`config.mk`:
```
export PLATFORM = sky130hd
export DESIGN_NAME = msr_rd_handler
export DESIGN_NICKNAME = d
export VERILOG_FILES = /design/src/rtl/msr_rd_pkg.sv /design/src/rtl/msr_req_parser.sv /design/src/rtl/msr_fetch_ctrl.sv /design/src/rtl/msr_rsp_ser.sv /design/src/rtl/msr_rd_handler.sv
export SDC_FILE = /design/constraint.sdc
export NUM_CORES = 1
export LEC_CHECK = 0
export BUFFER_PORTS_ARGS = -buffer_cell sky130_fd_sc_hd__buf_2
export CORE_MARGIN = 2
export CORE_UTILIZATION = 52
export CTS_BUF_LIST = sky130_fd_sc_hd__clkbuf_8
export CTS_CLUSTER_DIAMETER = 150
export DETAILED_ROUTE_END_ITERATION = 8
export GPL_ROUTABILITY_DRIVEN = 0
export PLACE_DENSITY = 0.79
export SLEW_MARGIN = 20
export SYNTH_ARGS = -nofsm -noshare
export SYNTH_HDL_FRONTEND = slang
export SYNTH_HIERARCHICAL = 1
export SYNTH_SLANG_ARGS = --single-unit
export TNS_END_PERCENT = 20
```
`constraint.sdc`:
```
create_clock -name clk_i -period 2.5 [get_ports clk_i]
set_input_delay 0.125 -clock clk_i [delete_from_list [all_inputs] [get_ports clk_i]]
set_output_delay 0.125 -clock clk_i [all_outputs]
set_load 0.05 [all_outputs]
```
`src/rtl/msr_rd_pkg.sv`:
```
package msr_rd_pkg;
  localparam logic [7:0] OPC_RD_MSR = 8'hB1;
  localparam logic [7:0] WR_LEN     = 8'd5;
  localparam logic [7:0] RD_LEN     = 8'd9;
  localparam int         QW_BYTES   = 8;

  localparam logic [7:0] CC_OK      = 8'h40;
  localparam logic [7:0] CC_BAD     = 8'h80;
  localparam logic [7:0] CC_TMO     = 8'h81;
  localparam logic [7:0] CC_NO_THR  = 8'h90;

  typedef struct packed {
    logic        bad;
    logic [7:0]  thread;
    logic [15:0] addr;
  } msr_cmd_t;
endpackage

```
`src/rtl/msr_req_parser.sv`:
```
module msr_req_parser
  import msr_rd_pkg::*;
(
  input  logic       clk_i,
  input  logic       rst_ni,
  input  logic       valid_i,
  input  logic       sof_i,
  input  logic       eof_i,
  input  logic [7:0] byte_i,
  input  logic [7:0] wr_len_i,
  input  logic [7:0] rd_len_i,
  output logic       cmd_valid_o,
  output msr_cmd_t   cmd_o,
  output logic [7:0] host_o
);
  localparam int NFLD = 5;

  logic [7:0] fld_q [NFLD];
  logic [2:0] cnt_q;
  logic [2:0] pos;
  logic       len_ok_q;
  logic       done_q;

  assign pos = sof_i ? 3'd0 : cnt_q;

  always_ff @(posedge clk_i or negedge rst_ni) begin
    if (!rst_ni) begin
      for (int i = 0; i < NFLD; i++) fld_q[i] <= '0;
      cnt_q    <= '0;
      len_ok_q <= 1'b0;
      done_q   <= 1'b0;
    end else begin
      done_q <= valid_i && eof_i;
      if (valid_i) begin
        if (int'(pos) < NFLD) fld_q[pos] <= byte_i;
        if (pos != 3'd7) cnt_q <= pos + 3'd1;
        if (sof_i) len_ok_q <= (wr_len_i == WR_LEN) && (rd_len_i == RD_LEN);
      end
    end
  end

  assign cmd_valid_o  = done_q;
  assign cmd_o.bad    = !len_ok_q || (cnt_q != 3'(NFLD)) || (fld_q[0] != OPC_RD_MSR);
  assign cmd_o.thread = fld_q[2];
  assign cmd_o.addr   = {fld_q[4], fld_q[3]};
  assign host_o       = fld_q[1];
endmodule

```
`src/rtl/msr_fetch_ctrl.sv`:
```
module msr_fetch_ctrl
  import msr_rd_pkg::*;
#(
  parameter int NUM_THREADS = 16,
  parameter int TIMEOUT_CYC = 1024
) (
  input  logic                           clk_i,
  input  logic                           rst_ni,
  input  logic                           cmd_valid_i,
  input  msr_cmd_t                       cmd_i,
  input  logic [NUM_THREADS-1:0]         thread_avail_i,
  output logic                           msr_req_o,
  output logic [$clog2(NUM_THREADS)-1:0] msr_thread_o,
  output logic [15:0]                    msr_addr_o,
  input  logic                           msr_ack_i,
  input  logic [8*QW_BYTES-1:0]          msr_data_i,
  input  logic                           rsp_done_i,
  output logic                           start_o,
  output logic [7:0]                     cc_o,
  output logic                           full_o,
  output logic [8*QW_BYTES-1:0]          data_o
);
  localparam int TID_W = $clog2(NUM_THREADS);
  localparam int CNT_W = $clog2(TIMEOUT_CYC + 1);

  typedef enum logic [1:0] {S_IDLE, S_FETCH, S_SEND} state_e;
  state_e           state_q;
  logic [CNT_W-1:0] cnt_q;
  logic             thr_ok;

  assign thr_ok = (int'(cmd_i.thread) < NUM_THREADS) &&
                  thread_avail_i[cmd_i.thread[TID_W-1:0]];

  always_ff @(posedge clk_i or negedge rst_ni) begin
    if (!rst_ni) begin
      state_q      <= S_IDLE;
      cnt_q        <= '0;
      msr_req_o    <= 1'b0;
      msr_thread_o <= '0;
      msr_addr_o   <= '0;
      start_o      <= 1'b0;
      cc_o         <= '0;
      full_o       <= 1'b0;
      data_o       <= '0;
    end else begin
      start_o <= 1'b0;
      unique case (state_q)
        S_IDLE: if (cmd_valid_i) begin
          if (cmd_i.bad) begin
            cc_o <= CC_BAD; full_o <= 1'b0; start_o <= 1'b1; state_q <= S_SEND;
          end else if (!thr_ok) begin
            cc_o <= CC_NO_THR; full_o <= 1'b0; start_o <= 1'b1; state_q <= S_SEND;
          end else begin
            msr_req_o    <= 1'b1;
            msr_thread_o <= cmd_i.thread[TID_W-1:0];
            msr_addr_o   <= cmd_i.addr;
            cnt_q        <= '0;
            state_q      <= S_FETCH;
          end
        end
        S_FETCH: begin
          if (msr_ack_i) begin
            data_o <= msr_data_i; cc_o <= CC_OK; full_o <= 1'b1;
            msr_req_o <= 1'b0; start_o <= 1'b1; state_q <= S_SEND;
          end else if (cnt_q == CNT_W'(TIMEOUT_CYC - 1)) begin
            cc_o <= CC_TMO; full_o <= 1'b0;
            msr_req_o <= 1'b0; start_o <= 1'b1; state_q <= S_SEND;
          end else begin
            cnt_q <= cnt_q + 1'b1;
          end
        end
        S_SEND: if (rsp_done_i) state_q <= S_IDLE;
        default: state_q <= S_IDLE;
      endcase
    end
  end

  AST_REQ_HOLD: assert property (@(posedge clk_i) disable iff (!rst_ni)
    msr_req_o && !msr_ack_i && cnt_q != CNT_W'(TIMEOUT_CYC - 1) |=> msr_req_o && $stable(msr_addr_o));
  AST_REQ_DROP: assert property (@(posedge clk_i) disable iff (!rst_ni)
    msr_req_o && msr_ack_i |=> !msr_req_o);
  AST_TMO_BOUND: assert property (@(posedge clk_i) disable iff (!rst_ni)
    int'(cnt_q) < TIMEOUT_CYC);
  AST_NO_REQ_ON_BAD: assert property (@(posedge clk_i) disable iff (!rst_ni)
    state_q == S_IDLE && cmd_valid_i && cmd_i.bad |=> !msr_req_o);
endmodule

```
`src/rtl/msr_rsp_ser.sv`:
```
module msr_rsp_ser
  import msr_rd_pkg::*;
(
  input  logic                  clk_i,
  input  logic                  rst_ni,
  input  logic                  start_i,
  input  logic [7:0]            cc_i,
  input  logic                  full_i,
  input  logic [8*QW_BYTES-1:0] data_i,
  output logic                  rsp_valid_o,
  output logic [7:0]            rsp_byte_o,
  output logic                  rsp_last_o,
  output logic                  done_o
);
  localparam int NB    = QW_BYTES + 1;
  localparam int IDX_W = $clog2(NB);

  logic [7:0]       byte_a [NB];
  logic             active_q;
  logic [IDX_W-1:0] idx_q;

  assign byte_a[0] = cc_i;
  for (genvar g = 0; g < QW_BYTES; g++) begin : g_bytes
    assign byte_a[g+1] = data_i[8*g +: 8];
  end

  assign rsp_valid_o = active_q;
  assign rsp_byte_o  = byte_a[idx_q];
  assign rsp_last_o  = active_q && (full_i ? (idx_q == IDX_W'(QW_BYTES)) : (idx_q == '0));
  assign done_o      = rsp_last_o;

  always_ff @(posedge clk_i or negedge rst_ni) begin
    if (!rst_ni) begin
      active_q <= 1'b0;
      idx_q    <= '0;
    end else if (start_i) begin
      active_q <= 1'b1;
      idx_q    <= '0;
    end else if (active_q) begin
      if (rsp_last_o) active_q <= 1'b0;
      else            idx_q    <= idx_q + 1'b1;
    end
  end

  AST_RSP_CONT: assert property (@(posedge clk_i) disable iff (!rst_ni)
    rsp_valid_o && !rsp_last_o |=> rsp_valid_o);
  AST_RSP_END: assert property (@(posedge clk_i) disable iff (!rst_ni)
    rsp_last_o |=> !rsp_valid_o);
endmodule

```
`src/rtl/msr_rd_handler.sv`:
```
module msr_rd_handler
  import msr_rd_pkg::*;
#(
  parameter int NUM_THREADS = 16,
  parameter int TIMEOUT_CYC = 1024
) (
  input  logic                           clk_i,
  input  logic                           rst_ni,
  input  logic                           req_valid_i,
  input  logic                           req_sof_i,
  input  logic                           req_eof_i,
  input  logic [7:0]                     req_byte_i,
  input  logic [7:0]                     req_wr_len_i,
  input  logic [7:0]                     req_rd_len_i,
  input  logic [NUM_THREADS-1:0]         thread_avail_i,
  output logic                           msr_req_o,
  output logic [$clog2(NUM_THREADS)-1:0] msr_thread_o,
  output logic [15:0]                    msr_addr_o,
  input  logic                           msr_ack_i,
  input  logic [63:0]                    msr_data_i,
  output logic                           rsp_valid_o,
  output logic [7:0]                     rsp_byte_o,
  output logic                           rsp_last_o,
  output logic [7:0]                     host_id_o
);
  msr_cmd_t              cmd;
  logic                  cmd_valid;
  logic                  start, full, done;
  logic [7:0]            cc;
  logic [8*QW_BYTES-1:0] data;

  msr_req_parser i_parser (
    .clk_i, .rst_ni,
    .valid_i(req_valid_i), .sof_i(req_sof_i), .eof_i(req_eof_i), .byte_i(req_byte_i),
    .wr_len_i(req_wr_len_i), .rd_len_i(req_rd_len_i),
    .cmd_valid_o(cmd_valid), .cmd_o(cmd), .host_o(host_id_o)
  );

  msr_fetch_ctrl #(.NUM_THREADS(NUM_THREADS), .TIMEOUT_CYC(TIMEOUT_CYC)) i_fetch (
    .clk_i, .rst_ni,
    .cmd_valid_i(cmd_valid), .cmd_i(cmd), .thread_avail_i,
    .msr_req_o, .msr_thread_o, .msr_addr_o, .msr_ack_i, .msr_data_i,
    .rsp_done_i(done), .start_o(start), .cc_o(cc), .full_o(full), .data_o(data)
  );

  msr_rsp_ser i_ser (
    .clk_i, .rst_ni,
    .start_i(start), .cc_i(cc), .full_i(full), .data_i(data),
    .rsp_valid_o, .rsp_byte_o, .rsp_last_o, .done_o(done)
  );

  AST_REQ_AVAIL: assert property (@(posedge clk_i) disable iff (!rst_ni)
    msr_req_o |-> thread_avail_i[msr_thread_o]);
  AST_QUIET_FETCH: assert property (@(posedge clk_i) disable iff (!rst_ni)
    msr_req_o |-> !rsp_valid_o);
  AST_OK_FIRST: assert property (@(posedge clk_i) disable iff (!rst_ni)
    $rose(rsp_valid_o) && !rsp_last_o |-> rsp_byte_o == CC_OK);
endmodule

```
==> flow_summary.yaml <==
status:
  status: "finished with violations"
  violations: "setup timing"
sta:
  setup_viol: 20
  hold_violations: 0
  fin_setup_tns_ns: -1.27
  rsz0062_at_grt: "true"
  finalWorstSetupSlack_ns: -0.0798
  drv_slew: 0
  finClkSkew_ns: 0.0101
  period_share: 1.03
  fmax_ghz: 0.388
  fin_crit_ns: 2.58
  slew-limit-headroom: 0.623
  tightest_slew_ns: 0.565
global_route:
  antenna_found_initial: 0
  top_usage_layer: "met2"
  grt_pass1_wl_um: 27500
  grt-ovfl-total: 0
  grt_max_degree: 67
  grt_pass1_vias: 5532
  grt_use_total: 0.238
  grtUsageMet1: 0.287
  met2_usage: 0.415
  grt_use_met3: 0.0655
cells_and_area:
  n_fill_cell: 940
  design_area_sq_mm: 0.00936
  n_antenna_cell: 0
  drive_gt1_frac: 0.478
  final_util: 0.674
  num-nets-final: 865
  syn_to_final_growth_pct: 27.1
critical_path:
  crit_buf_inv: 1
  start_kind: "flop"
  criticalPathCategory: "flop to flop"
  cp_data_arrival_time_ns: 2.91
  required_ns: 2.83
  worstPathCellList: "nor4bb_2 -> nand3_1 -> or4_4 -> a2111oi_4 -> o2bb2a_4 -> nor4_4 -> buf_12 -> mux2_2"
  reg2reg_setup_slack_ns: -0.08
  worstPathMaxFanout: 20
  end_kind: "flop"
  cp_top_family: "simple AND/OR/NAND/NOR gates"
  cpPeakStageDelay_ns: 0.45
  crit_slowest_cell: "or4_4"
clock_network:
  cts_htree_levels: 4
  post_cts_buffers: 0
  clk_pin_slew_worst_paths_ns: 0.08
  cts-root-buf: "clkbuf_8"
  clock-sinks: 153
  cts_max_path_buffers: 2
  clkLatencyLatePin_ns: 0.45
  cts_buffers: 17
  cts_tree: "built"
routing:
  drcViolationCount: 0
  drt_first_pass_iters: 4
  viasPerCell: 5.39
  wire_per_inst_um: 18.1
  drtAntennaViolNets: 0
  vias: 5078
  wl_um: 17000
  drt-initial-drc-count: 352
yosys:
  async_flop_share: 1.00
  ys_warn_count: 6
  ys.flop_type: "dfrtp_1"
  synth_edf_count: 0
  synth.most_common_cell: "dfrtp_1"
  synth_top_area_share: 0.520
  synth_area_per_cell_sq_um: 13.5
  synth.distinct_cells: 65
  seq_area_frac_synth: 0.520
  synth.top_cells.by_count: "dfrtp_1 (153), mux2_2 (135), buf_4 (39)"
  synth_seq_cells: 153
  synth_area_leaders: "dfrtp_1 (52%), mux2_2 (21%), buf_4 (4.0%), mux4_1 (2.5%), mux2_4 (1.6%)"
  synth_area_sq_mm: 0.00737
  synth.largest_area_cell: "dfrtp_1"
  netlist_instances: 545
placement:
  dp_hpwl_um: 11300
  postPlaceCellArea_sq_mm: 0.00810
  numPortBuffers: 148
  dp_worst_setup_slack_ns: -0.138
floorplan:
  num_io_pins: 149
  die_h_um: 123
  rows: 43
  fp.dieW_um: 123
  dieArea_sq_mm: 0.0151
  core_area_sq_mm: 0.0139
  initial_core_util: 0.531
run:
  drv_cap: 0
pwr:
  p_leak_nw: 4.61
  p_sw_mw: 1.72
  power.internal_mw: 4.58
  combPwrFrac: 0.185
  vdd_drop_max_v: 0.000840
  sequentialPowerShare: 0.469
  p_sw_frac: 0.273
  pwr-share-clk: 0.346
  power_density_mw_per_mm2: 673
min_path:
  worstHoldPathType: "primary input to flop"
sequential cells by signal (all words and copies together), names as in the netlist:
register and cells:
i_parser/fld_q 8, i_fetch/cc_o 4, i_fetch/data_o 64, i_fetch/start_o 1
i_parser/cmd_o 24, i_fetch/msr_thread_o 4, i_ser/rsp_valid_o 1, i_parser/cmd_valid_o 1
i_ser/idx_q 4, i_fetch/msr_addr_o 16, i_fetch/cnt_q 11, i_fetch/msr_req_o 1
i_parser/len_ok_q 1, i_parser/host_o 8, i_fetch/state_q 2, i_parser/cnt_q 3
what timing repair did:
action                                  CTS  global route
pin swaps                                 0             2
gates resized for setup                   2             6
endpoints found under the setup margin   20            39
hold endpoints to repair                149             0
hold buffers                             74             0
metrics by stage:
step / cells / hold slack, ns / total power [mW]
2_1_floorplan: 548 / -0.171 / 4.00
3_3_place_gp: 837 / 0.133 / 3.99
3_5_place_dp: 837 / 0.144 / 4.05
4_1_cts: 942 / 0.0000568 / 6.32
5_1_grt: 942 / 0.0138 / 6.56
6_report: 942 / 0.0207 / 6.30
cell families after synthesis:
| family | count (synthesis) | share of synthesized area |
|---|---|---|
| mux | 158 | 0.264 |
| xor+xnor | 4 | 0.00476 |
| simple gates | 87 | 0.0737 |
| other cells | 1 | 0.000509 |
| fa+ha+maj | 5 | 0.00849 |
| compound gates | 59 | 0.0603 |
| buf+inv | 78 | 0.0688 |
| flops | 153 | 0.520 |
cell type report:
type	instances	area (sq um)	area share
multi-input cells	317	3090	0.330
flip-flops and latches	153	3830	0.409
well taps	180	225	0.0241
inverters	19	71.3	0.00762
repair buffers	242	1680	0.179
clock buffers	20	275	0.0294
clock inverters	11	193	0.0206
power groups by stage:
stage                     sequential (mW)  combinational [mW]  clock [mW]
final                                2.95                1.17        2.18
after global routing                 3.00                1.25        2.31
after CTS                            2.95                1.16        2.20
after detailed placement             2.99                1.06           0
after global placement               2.95                1.03           0
after floorplan                      2.90                1.10           0
worst reg2reg max path, delay by kind of cell (launching register included):
family / cells / cell delay (ns)
simple gates: 4 / 1.07
compound gates: 2 / 0.43
buf+inv: 1 / 0.22
flops: 1 / 0.39
mux: 1 / 0.36
layer usage:
metal  part of all wire  vias to the layer above
met1               0.41                     2552
met3              0.051                       20
met2               0.53                      150
li1                   -                     2356
met4              0.016                        0
met5                  0                        -
cell usage in the layout (no fill, tap or decap), types with 3 or more instances in the layout:
master / instances
o22ai_1: 10
or3_1: 3
o21ai_1: 5
mux2i_1: 4
nand2_1: 16
nor4b_1: 4
nor2_1: 17
buf_12: 3
a21oi_1: 4
o211ai_1: 3
inv_1: 19
conb_1: 4
nor3_1: 6
mux2_4: 10
mux4_2: 3
o2bb2ai_1: 3
buf_4: 17
nand4_1: 5
dfrtp_1: 153
nand2b_1: 5
xor2_1: 3
clkbuf_8: 20
ha_1: 5
o31ai_1: 11
mux4_1: 7
nand3_1: 4
a31oi_1: 6
buf_2: 147
bufinv_16: 5
dlygate4sd3_1: 74
mux2_2: 133
nor2b_1: 4
path summary, 6_finish.rpt:
check                                                     from                                  to  cells after the start
worst max-delay path            i_parser/fld_q[34]$_DFFE_PN0P_  i_fetch/msr_addr_o[14]$_DFFE_PN0P_                      8
worst min-delay path                           req_rd_len_i[1]       i_parser/len_ok_q$_DFFE_PN0P_                      4
worst max register to register  i_parser/fld_q[34]$_DFFE_PN0P_  i_fetch/msr_addr_o[14]$_DFFE_PN0P_                      8
worst min register to register   i_parser/cmd_o[7]$_DFFE_PN0P_   i_fetch/msr_addr_o[7]$_DFFE_PN0P_                      1
max in group asynchronous                               rst_ni       i_parser/cmd_o[7]$_DFFE_PN0P_                      3
min in group asynchronous                               rst_ni        i_fetch/cnt_q[3]$_DFFE_PN0P_                      2
Note: power is estimated with default switching activity, not from simulation.
